`src/rtl/ppb_route_pkg.sv`:
```
package ppb_route_pkg;

  typedef enum logic [2:0] {
    ACT_RAZ    = 3'd0,
    ACT_FAULT  = 3'd1,
    ACT_SYS    = 3'd2,
    ACT_TMR_S  = 3'd3,
    ACT_TMR_NS = 3'd4,
    ACT_REL    = 3'd5
  } act_e;

  // Region indices, listed from highest to lowest priority
  localparam int RG_TMR    = 0;
  localparam int RG_TMR_AL = 1;
  localparam int RG_REL    = 2;
  localparam int RG_SYS    = 3;
  localparam int RG_SYS_AL = 4;
  localparam int NUM_RG    = 5;

  localparam logic [31:0] WIN_BASE   = 32'hE000_0000;
  localparam logic [31:0] ALIAS_STEP = 32'h0002_0000;
  localparam logic [31:0] SYS_BASE   = 32'hE000_E000;
  localparam logic [31:0] SYS_SPAN   = 32'h0000_1000;
  localparam logic [31:0] TMR_BASE   = 32'hE000_E010;
  localparam logic [31:0] TMR_SPAN   = 32'h0000_00E0;
  localparam logic [31:0] REL_BASE   = 32'hE000_5000;
  localparam logic [31:0] REL_SPAN   = 32'h0000_1000;

  function automatic logic [31:0] rg_base(input int idx);
    case (idx)
      RG_TMR:    return TMR_BASE;
      RG_TMR_AL: return TMR_BASE + ALIAS_STEP;
      RG_REL:    return REL_BASE;
      RG_SYS:    return SYS_BASE;
      default:   return SYS_BASE + ALIAS_STEP;
    endcase
  endfunction

  function automatic logic [31:0] rg_span(input int idx);
    case (idx)
      RG_TMR, RG_TMR_AL: return TMR_SPAN;
      RG_REL:            return REL_SPAN;
      default:           return SYS_SPAN;
    endcase
  endfunction

  function automatic bit rg_on(input int idx, input bit alias_on, input bit rel_on);
    case (idx)
      RG_TMR_AL, RG_SYS_AL: return alias_on;
      RG_REL:               return rel_on;
      default:              return 1'b1;
    endcase
  endfunction

endpackage

```
`src/rtl/ppb_region_match.sv`:
```
module ppb_region_match #(
  parameter logic [31:0] BASE   = 32'h0,
  parameter logic [31:0] SPAN   = 32'h1000,
  parameter int          OFFW   = 12,
  parameter bit          ENABLE = 1'b1
) (
  input  logic [31:0]     addr,
  output logic            hit,
  output logic [OFFW-1:0] offset
);

  logic [32:0] diff;

  always_comb begin
    diff   = {1'b0, addr} - {1'b0, BASE};
    hit    = ENABLE && !diff[32] && (diff[31:0] < SPAN);
    offset = diff[OFFW-1:0];
  end

endmodule

```
`src/rtl/ppb_route_decide.sv`:
```
module ppb_route_decide
  import ppb_route_pkg::*;
#(
  parameter int OFFW    = 12,
  parameter int SZW     = 4,
  parameter bit HAS_SEC = 1'b1
) (
  input  logic [NUM_RG-1:0]           hit,
  input  logic [NUM_RG-1:0][OFFW-1:0] offs,
  input  logic                        in_window,
  input  logic [SZW-1:0]              size,
  input  logic                        secure,
  input  logic                        user,
  output act_e                        act,
  output logic [OFFW-1:0]             offset,
  output logic                        fwd_secure
);

  localparam logic [SZW-1:0] MAX_BYTES = SZW'(8);

  logic sec_eff;
  logic size_ok;
  act_e idle_act;

  always_comb begin
    sec_eff  = secure & HAS_SEC;
    size_ok  = (size != '0) && (size <= MAX_BYTES);
    idle_act = user ? ACT_FAULT : ACT_RAZ;

    act        = idle_act;
    offset     = '0;
    fwd_secure = sec_eff;

    if (!in_window || !size_ok) begin
      act = ACT_FAULT;
    end else if (hit[RG_TMR]) begin
      act    = sec_eff ? ACT_TMR_S : ACT_TMR_NS;
      offset = offs[RG_TMR];
    end else if (hit[RG_TMR_AL]) begin
      act        = sec_eff ? ACT_TMR_NS : idle_act;
      offset     = offs[RG_TMR_AL];
      fwd_secure = 1'b0;
    end else if (hit[RG_REL]) begin
      act    = ACT_REL;
      offset = offs[RG_REL];
    end else if (hit[RG_SYS]) begin
      act    = ACT_SYS;
      offset = offs[RG_SYS];
    end else if (hit[RG_SYS_AL]) begin
      act        = sec_eff ? ACT_SYS : idle_act;
      offset     = offs[RG_SYS_AL];
      fwd_secure = 1'b0;
    end
  end

endmodule

```
`src/rtl/ppb_rsp_stage.sv`:
```
module ppb_rsp_stage
  import ppb_route_pkg::*;
#(
  parameter int DW = 64
) (
  input  logic          clk,
  input  logic          rst_n,
  input  logic          accept,
  input  act_e          act,
  input  logic [DW-1:0] sys_rdata,
  input  logic          sys_err,
  input  logic [DW-1:0] tmr_s_rdata,
  input  logic          tmr_s_err,
  input  logic [DW-1:0] tmr_ns_rdata,
  input  logic          tmr_ns_err,
  input  logic [DW-1:0] rel_rdata,
  input  logic          rel_err,
  output logic          rsp_valid,
  output logic          rsp_err,
  output logic [DW-1:0] rsp_rdata
);

  logic          valid_d;
  logic          err_d;
  logic [DW-1:0] data_d;
  logic          load_en;

  always_comb begin
    valid_d = accept;
    load_en = accept;
    err_d   = 1'b0;
    data_d  = '0;
    case (act)
      ACT_FAULT:  err_d = 1'b1;
      ACT_SYS:    begin err_d = sys_err;    data_d = sys_rdata;    end
      ACT_TMR_S:  begin err_d = tmr_s_err;  data_d = tmr_s_rdata;  end
      ACT_TMR_NS: begin err_d = tmr_ns_err; data_d = tmr_ns_rdata; end
      ACT_REL:    begin err_d = rel_err;    data_d = rel_rdata;    end
      default:    err_d = 1'b0;
    endcase
  end

  always_ff @(posedge clk or negedge rst_n) begin
    if (!rst_n) begin
      rsp_valid <= 1'b0;
    end else begin
      rsp_valid <= valid_d;
    end
  end

  always_ff @(posedge clk or negedge rst_n) begin
    if (!rst_n) begin
      rsp_err   <= 1'b0;
      rsp_rdata <= '0;
    end else if (load_en) begin
      rsp_err   <= err_d;
      rsp_rdata <= data_d;
    end
  end

endmodule

```
`src/rtl/ppb_route.sv`:
```
module ppb_route
  import ppb_route_pkg::*;
#(
  parameter int DW        = 64,
  parameter int OFFW      = 12,
  parameter int SZW       = 4,
  parameter bit HAS_ALIAS = 1'b1,
  parameter bit HAS_SEC   = 1'b1,
  parameter bit HAS_REL   = 1'b0
) (
  input  logic            clk,
  input  logic            rst_n,
  input  logic            req_valid,
  output logic            req_ready,
  input  logic [31:0]     req_addr,
  input  logic [DW-1:0]   req_wdata,
  input  logic [SZW-1:0]  req_size,
  input  logic            req_write,
  input  logic            req_secure,
  input  logic            req_user,
  output logic            rsp_valid,
  output logic            rsp_err,
  output logic [DW-1:0]   rsp_rdata,
  output logic            sel_sys,
  output logic            sel_tmr_s,
  output logic            sel_tmr_ns,
  output logic            sel_rel,
  output logic [OFFW-1:0] tgt_offset,
  output logic [DW-1:0]   tgt_wdata,
  output logic [SZW-1:0]  tgt_size,
  output logic            tgt_write,
  output logic            tgt_secure,
  output logic            tgt_user,
  input  logic [DW-1:0]   sys_rdata,
  input  logic            sys_err,
  input  logic [DW-1:0]   tmr_s_rdata,
  input  logic            tmr_s_err,
  input  logic [DW-1:0]   tmr_ns_rdata,
  input  logic            tmr_ns_err,
  input  logic [DW-1:0]   rel_rdata,
  input  logic            rel_err
);

  localparam logic [11:0] WIN_TAG = WIN_BASE[31:20];

  logic [NUM_RG-1:0]           hit;
  logic [NUM_RG-1:0][OFFW-1:0] offs;
  logic                        in_window;
  logic                        accept;
  logic                        ready_d;
  act_e                        act;
  logic [OFFW-1:0]             dec_offset;
  logic                        dec_secure;

  // Ready: low in reset, high from the first edge after release
  always_comb ready_d = 1'b1;

  always_ff @(posedge clk or negedge rst_n) begin
    if (!rst_n) begin
      req_ready <= 1'b0;
    end else begin
      req_ready <= ready_d;
    end
  end

  assign accept    = req_valid & req_ready;
  assign in_window = (req_addr[31:20] == WIN_TAG);

  for (genvar g = 0; g < NUM_RG; g++) begin : g_rg
    ppb_region_match #(
      .BASE   (rg_base(g)),
      .SPAN   (rg_span(g)),
      .OFFW   (OFFW),
      .ENABLE (rg_on(g, HAS_ALIAS, HAS_REL))
    ) i_match (
      .addr   (req_addr),
      .hit    (hit[g]),
      .offset (offs[g])
    );
  end

  ppb_route_decide #(
    .OFFW    (OFFW),
    .SZW     (SZW),
    .HAS_SEC (HAS_SEC)
  ) i_decide (
    .hit        (hit),
    .offs       (offs),
    .in_window  (in_window),
    .size       (req_size),
    .secure     (req_secure),
    .user       (req_user),
    .act        (act),
    .offset     (dec_offset),
    .fwd_secure (dec_secure)
  );

  always_comb begin
    sel_sys    = accept && (act == ACT_SYS);
    sel_tmr_s  = accept && (act == ACT_TMR_S);
    sel_tmr_ns = accept && (act == ACT_TMR_NS);
    sel_rel    = accept && (act == ACT_REL);
    tgt_offset = dec_offset;
    tgt_wdata  = req_wdata;
    tgt_size   = req_size;
    tgt_write  = req_write;
    tgt_secure = dec_secure;
    tgt_user   = req_user;
  end

  ppb_rsp_stage #(
    .DW (DW)
  ) i_rsp (
    .clk          (clk),
    .rst_n        (rst_n),
    .accept       (accept),
    .act          (act),
    .sys_rdata    (sys_rdata),
    .sys_err      (sys_err),
    .tmr_s_rdata  (tmr_s_rdata),
    .tmr_s_err    (tmr_s_err),
    .tmr_ns_rdata (tmr_ns_rdata),
    .tmr_ns_err   (tmr_ns_err),
    .rel_rdata    (rel_rdata),
    .rel_err      (rel_err),
    .rsp_valid    (rsp_valid),
    .rsp_err      (rsp_err),
    .rsp_rdata    (rsp_rdata)
  );

endmodule

```
`config.mk`:
```
export PLATFORM = sky130hd
export DESIGN_NAME = ppb_route
export DESIGN_NICKNAME = d
export VERILOG_FILES = /design/src/rtl/ppb_route_pkg.sv /design/src/rtl/ppb_region_match.sv /design/src/rtl/ppb_route_decide.sv /design/src/rtl/ppb_rsp_stage.sv /design/src/rtl/ppb_route.sv
export SDC_FILE = /design/constraint.sdc
export NUM_CORES = 1
export LEC_CHECK = 0
export BUFFER_PORTS_ARGS = -buffer_cell sky130_fd_sc_hd__buf_2
export CORE_AREA = 3 3 204 206
export DETAILED_ROUTE_END_ITERATION = 12
export DIE_AREA = 0 0 207 209
export GPL_TIMING_DRIVEN = 0
export SLEW_MARGIN = 20
export SYNTH_ARGS = -nofsm -noshare
export SYNTH_HDL_FRONTEND = slang
export SYNTH_HIERARCHICAL = 1
export SYNTH_SLANG_ARGS = --single-unit
```
`constraint.sdc`:
```
create_clock -name clk -period 5.7 [get_ports clk]
set_clock_uncertainty 0.05 [all_clocks]
set_input_delay 0.57 -clock clk [delete_from_list [all_inputs] [get_ports clk]]
set_output_delay 0.57 -clock clk [all_outputs]
set_load 0.02 [all_outputs]
```
==> out/qor.yml <==
pwr:
  p_sw_mw: 0.5006
  p_leak_nw: 5.233
  seqPwrFrac_pct: 31.3
  power.share.switching_pct: 31.17
  p_clk_share_pct: 39.2
  ir_drop_mv: 0.1286
  combPwrFrac_pct: 29.5
  power_per_cell_area_nw_per_um2: 146.1
  p_int_mw: 1.106
placed_design:
  hpwl_mm: 30.12
  gp_congestion: 0.9064
  dpl_cell_area_um2: 10620
  placement.setup.worst_slack_ns: -0.7941
  dp_cells: 1934
  portBuffers: 450
routing:
  ant_nets: 0
  routed_wl_mm: 36.44
  wl_per_cell_um: 18.64
  viasPerCell: 4.832
  drcViolationCount: 0
  num_vias: 9447
  first_pass_iters: 5
  drt_iter0_markers: 464
layout:
  area_growth_pct: 43.06
  drive_above_1_share_pct: 49.05
  instances_no_fill: 1955
  fin_nets: 1792
  fill_cells: 4442
  stdcell_area_um2: 10990
  final_common_cell: "buf_2"
  mostFrequentLayoutCells: "479 x buf_2, 122 x buf_4, 91 x nor2_1, 81 x nand2_1, 67 x dfrtp_1"
critical_path:
  cp-end-kind: "flip-flop"
  reg2reg_from: "req_ready"
  worst-path-max-fanout: 10
  worst_ep_required_time_ns: 5.87
  cp_data_arrival_time_ns: 5.60
  worst_setup_path_start_kind: "primary input"
  crit_type: "in -> reg"
  critPathLaunch: "req_addr[4]"
hold_path:
  min_path_type: "in -> async"
logic_synthesis:
  synthArstFlopShare_pct: 100.0
  postSynthAreaPerCell_um2: 8.022
  synthFlopType: "dfrtp_1"
  seq_area_frac_synth_pct: 21.82
  synth_nets: 1328
  synth_area_um2: 7685
  syn_inst: 958
  yosys_register_bits: 67
  yosysWarnings: 6
  synth.distinct_cells: 94
  synth_edf_count: 0
run:
  drv_cap: 0
die:
  die_area_um2: 43260
  rows: 73
  io_pins: 520
  chipHeight_um: 209
  core_area_um2: 39820
  die_w_um: 207
  start_util_pct: 19.30
timing:
  hold_viol_final: 0
  fin_tns_setup_ns: 0
  layout_setup_ws_ns: 0.2722
  maxSlewViolCount: 0
  timing.slew.headroom_pct: 43.78
  fmax_ghz: 0.1842
  period_minus_slack_ns: 5.428
  rsz0062_at_grt: "false"
  max_slew.worst_pin.slew_ns: 0.8377
  finalSetupViolations: 0
  post-route-period-util_pct: 95.23
clock_tree:
  clkLatencyLatePin_ns: 0.35
  cts.clk_slew.worst_paths_ns: 0.06
  clockBufferDepth: 2
  cts_made_buffers: 9
  root_buffer: "clkbuf_16"
  cts.sinks: 67
  htree_levels: 3
  cts_tree: "built"
  hold_buffers: 0
global_routing:
  grt_pass1_wl_mm: 54.64
  grtUsageTotal_pct: 15.77
  gr-total-overflow: 0
  grt_pass1_vias: 9472
  grt_max_degree: 39
  antenna_found_initial: 3
outcome:
  status: "complete, no violations"
==> stage by stage <==
stage	utilization, %	hold slack, ns	power (mW)
2_1_floorplan	-	0.2244	0.7458
3_3_place_gp	26.60	0.4160	0.9743
3_5_place_dp	26.66	0.4179	0.9823
4_1_cts	27.49	0.1030	1.622
5_1_grt	27.61	0.1162	1.689
6_report	27.61	0.1001	1.606
==> cell families after synthesis <==
logic type	share of synthesized area (%)
compound gates	30.95
xor+xnor	1.824
fa+ha+maj	0.6513
buf+inv	18.61
flops	21.82
mux	5.698
other cells	0.09772
simple gates	20.35
==> cell type report <==
class	count	area, µm²	area share, %
inverters	65	244.0	2.219
repair buffers	453	2290	20.83
multi-input cells	644	4602	41.86
flip-flops and latches	67	1677	15.25
plain buffers	182	1190	10.82
well taps	525	656.9	5.975
diodes	3	7.507	0.06828
clock buffers	10	239.0	2.174
clock inverters	6	88.84	0.8080
==> synth_stat cells (4+ instances only) <==
cell type	n	area share (%)
buf_4	119	12
nor2_1	92	4.5
nand2_1	81	4.0
dfrtp_1	67	22
inv_1	64	3.1
a221oi_1	51	5.8
o32ai_1	49	5.6
o2bb2ai_1	46	5.2
mux2_2	38	5.6
buf_2	30	2.0
clkbuf_1	28	1.4
a21oi_1	26	1.7
a22o_1	22	2.5
nor3_1	16	1.0
or3_1	15	1.2
o21ai_0	14	0.91
o22ai_1	14	1.1
nand3_1	11	0.72
nor4_1	10	0.81
nand2b_1	8	0.65
xnor2_1	8	0.91
xor2_1	8	0.91
a211oi_1	7	0.68
and3_1	5	0.41
and3b_1	5	0.57
ha_1	4	0.65
nand3b_1	4	0.39
nand4b_1	4	0.46
nor2b_1	4	0.33
o2111ai_1	4	0.46
or2_2	4	0.33
or4_1	4	0.39
==> power by group through the flow <==
stage / logic (mW) / clock network [mW] / registers (mW)
after CTS: 0.473 / 0.647 / 0.502
final: 0.474 / 0.630 / 0.502
after global routing: 0.514 / 0.671 / 0.504
after detailed placement: 0.472 / 0 / 0.510
after global placement: 0.465 / 0 / 0.509
after floorplan: 0.214 / 0 / 0.531
==> registers in the layout, indices dropped and copies added, names as in the netlist <==
signal and flops:
i_rsp/rsp_err 1, i_rsp/rsp_rdata 64, i_rsp/rsp_valid 1, req_ready 1
==> path summary, 6_finish.rpt <==
path	endpoint	slack, ns	cells past startpoint
max	i_rsp/rsp_rdata[23]	0.27	18
min	i_rsp/rsp_rdata[54]	0.10	1
max reg2reg	i_rsp/rsp_rdata[13]	3.62	6
min reg2reg	i_rsp/rsp_rdata[14]	0.43	1
max in group asynchronous	i_rsp/rsp_rdata[29]	4.91	2
min in group clk	i_rsp/rsp_rdata[14]	0.43	1
==> critical path: stages <==
cell       delay [ns]
buf_2            0.16
inv_1            0.09
ha_1             0.23
or4b_1           0.51
o211ai_1         0.44
or4b_1           0.53
a311oi_4         0.43
inv_1            0.18
buf_4            0.21
a211oi_1         0.21
nor3_1           0.09
o21bai_2         0.37
buf_2            0.29
nand2b_1         0.32
clkbuf_1         0.51
o32ai_1          0.22
nor2_1           0.14
o2bb2ai_1        0.07
==> metal layers <==
| layer | vias up | GRT usage, % | share of wire, % |
|---|---|---|---|
| li1 | 4417 | - | - |
| met2 | 481 | 26.44 | 49 |
| met5 | - | 0 | 0 |
| met4 | 0 | 6.601 | 3.1 |
| met1 | 4494 | 19.53 | 41 |
| met3 | 55 | 3.543 | 7.8 |
==> repair_timing <==
item | 4_1_cts | 5_1_grt
buffers inserted | 0 | 2
pin swaps | 0 | 2
gates resized for setup | 2 | 7
setup endpoints to repair | 34 | 62
(Power assumes the default switching activity.)
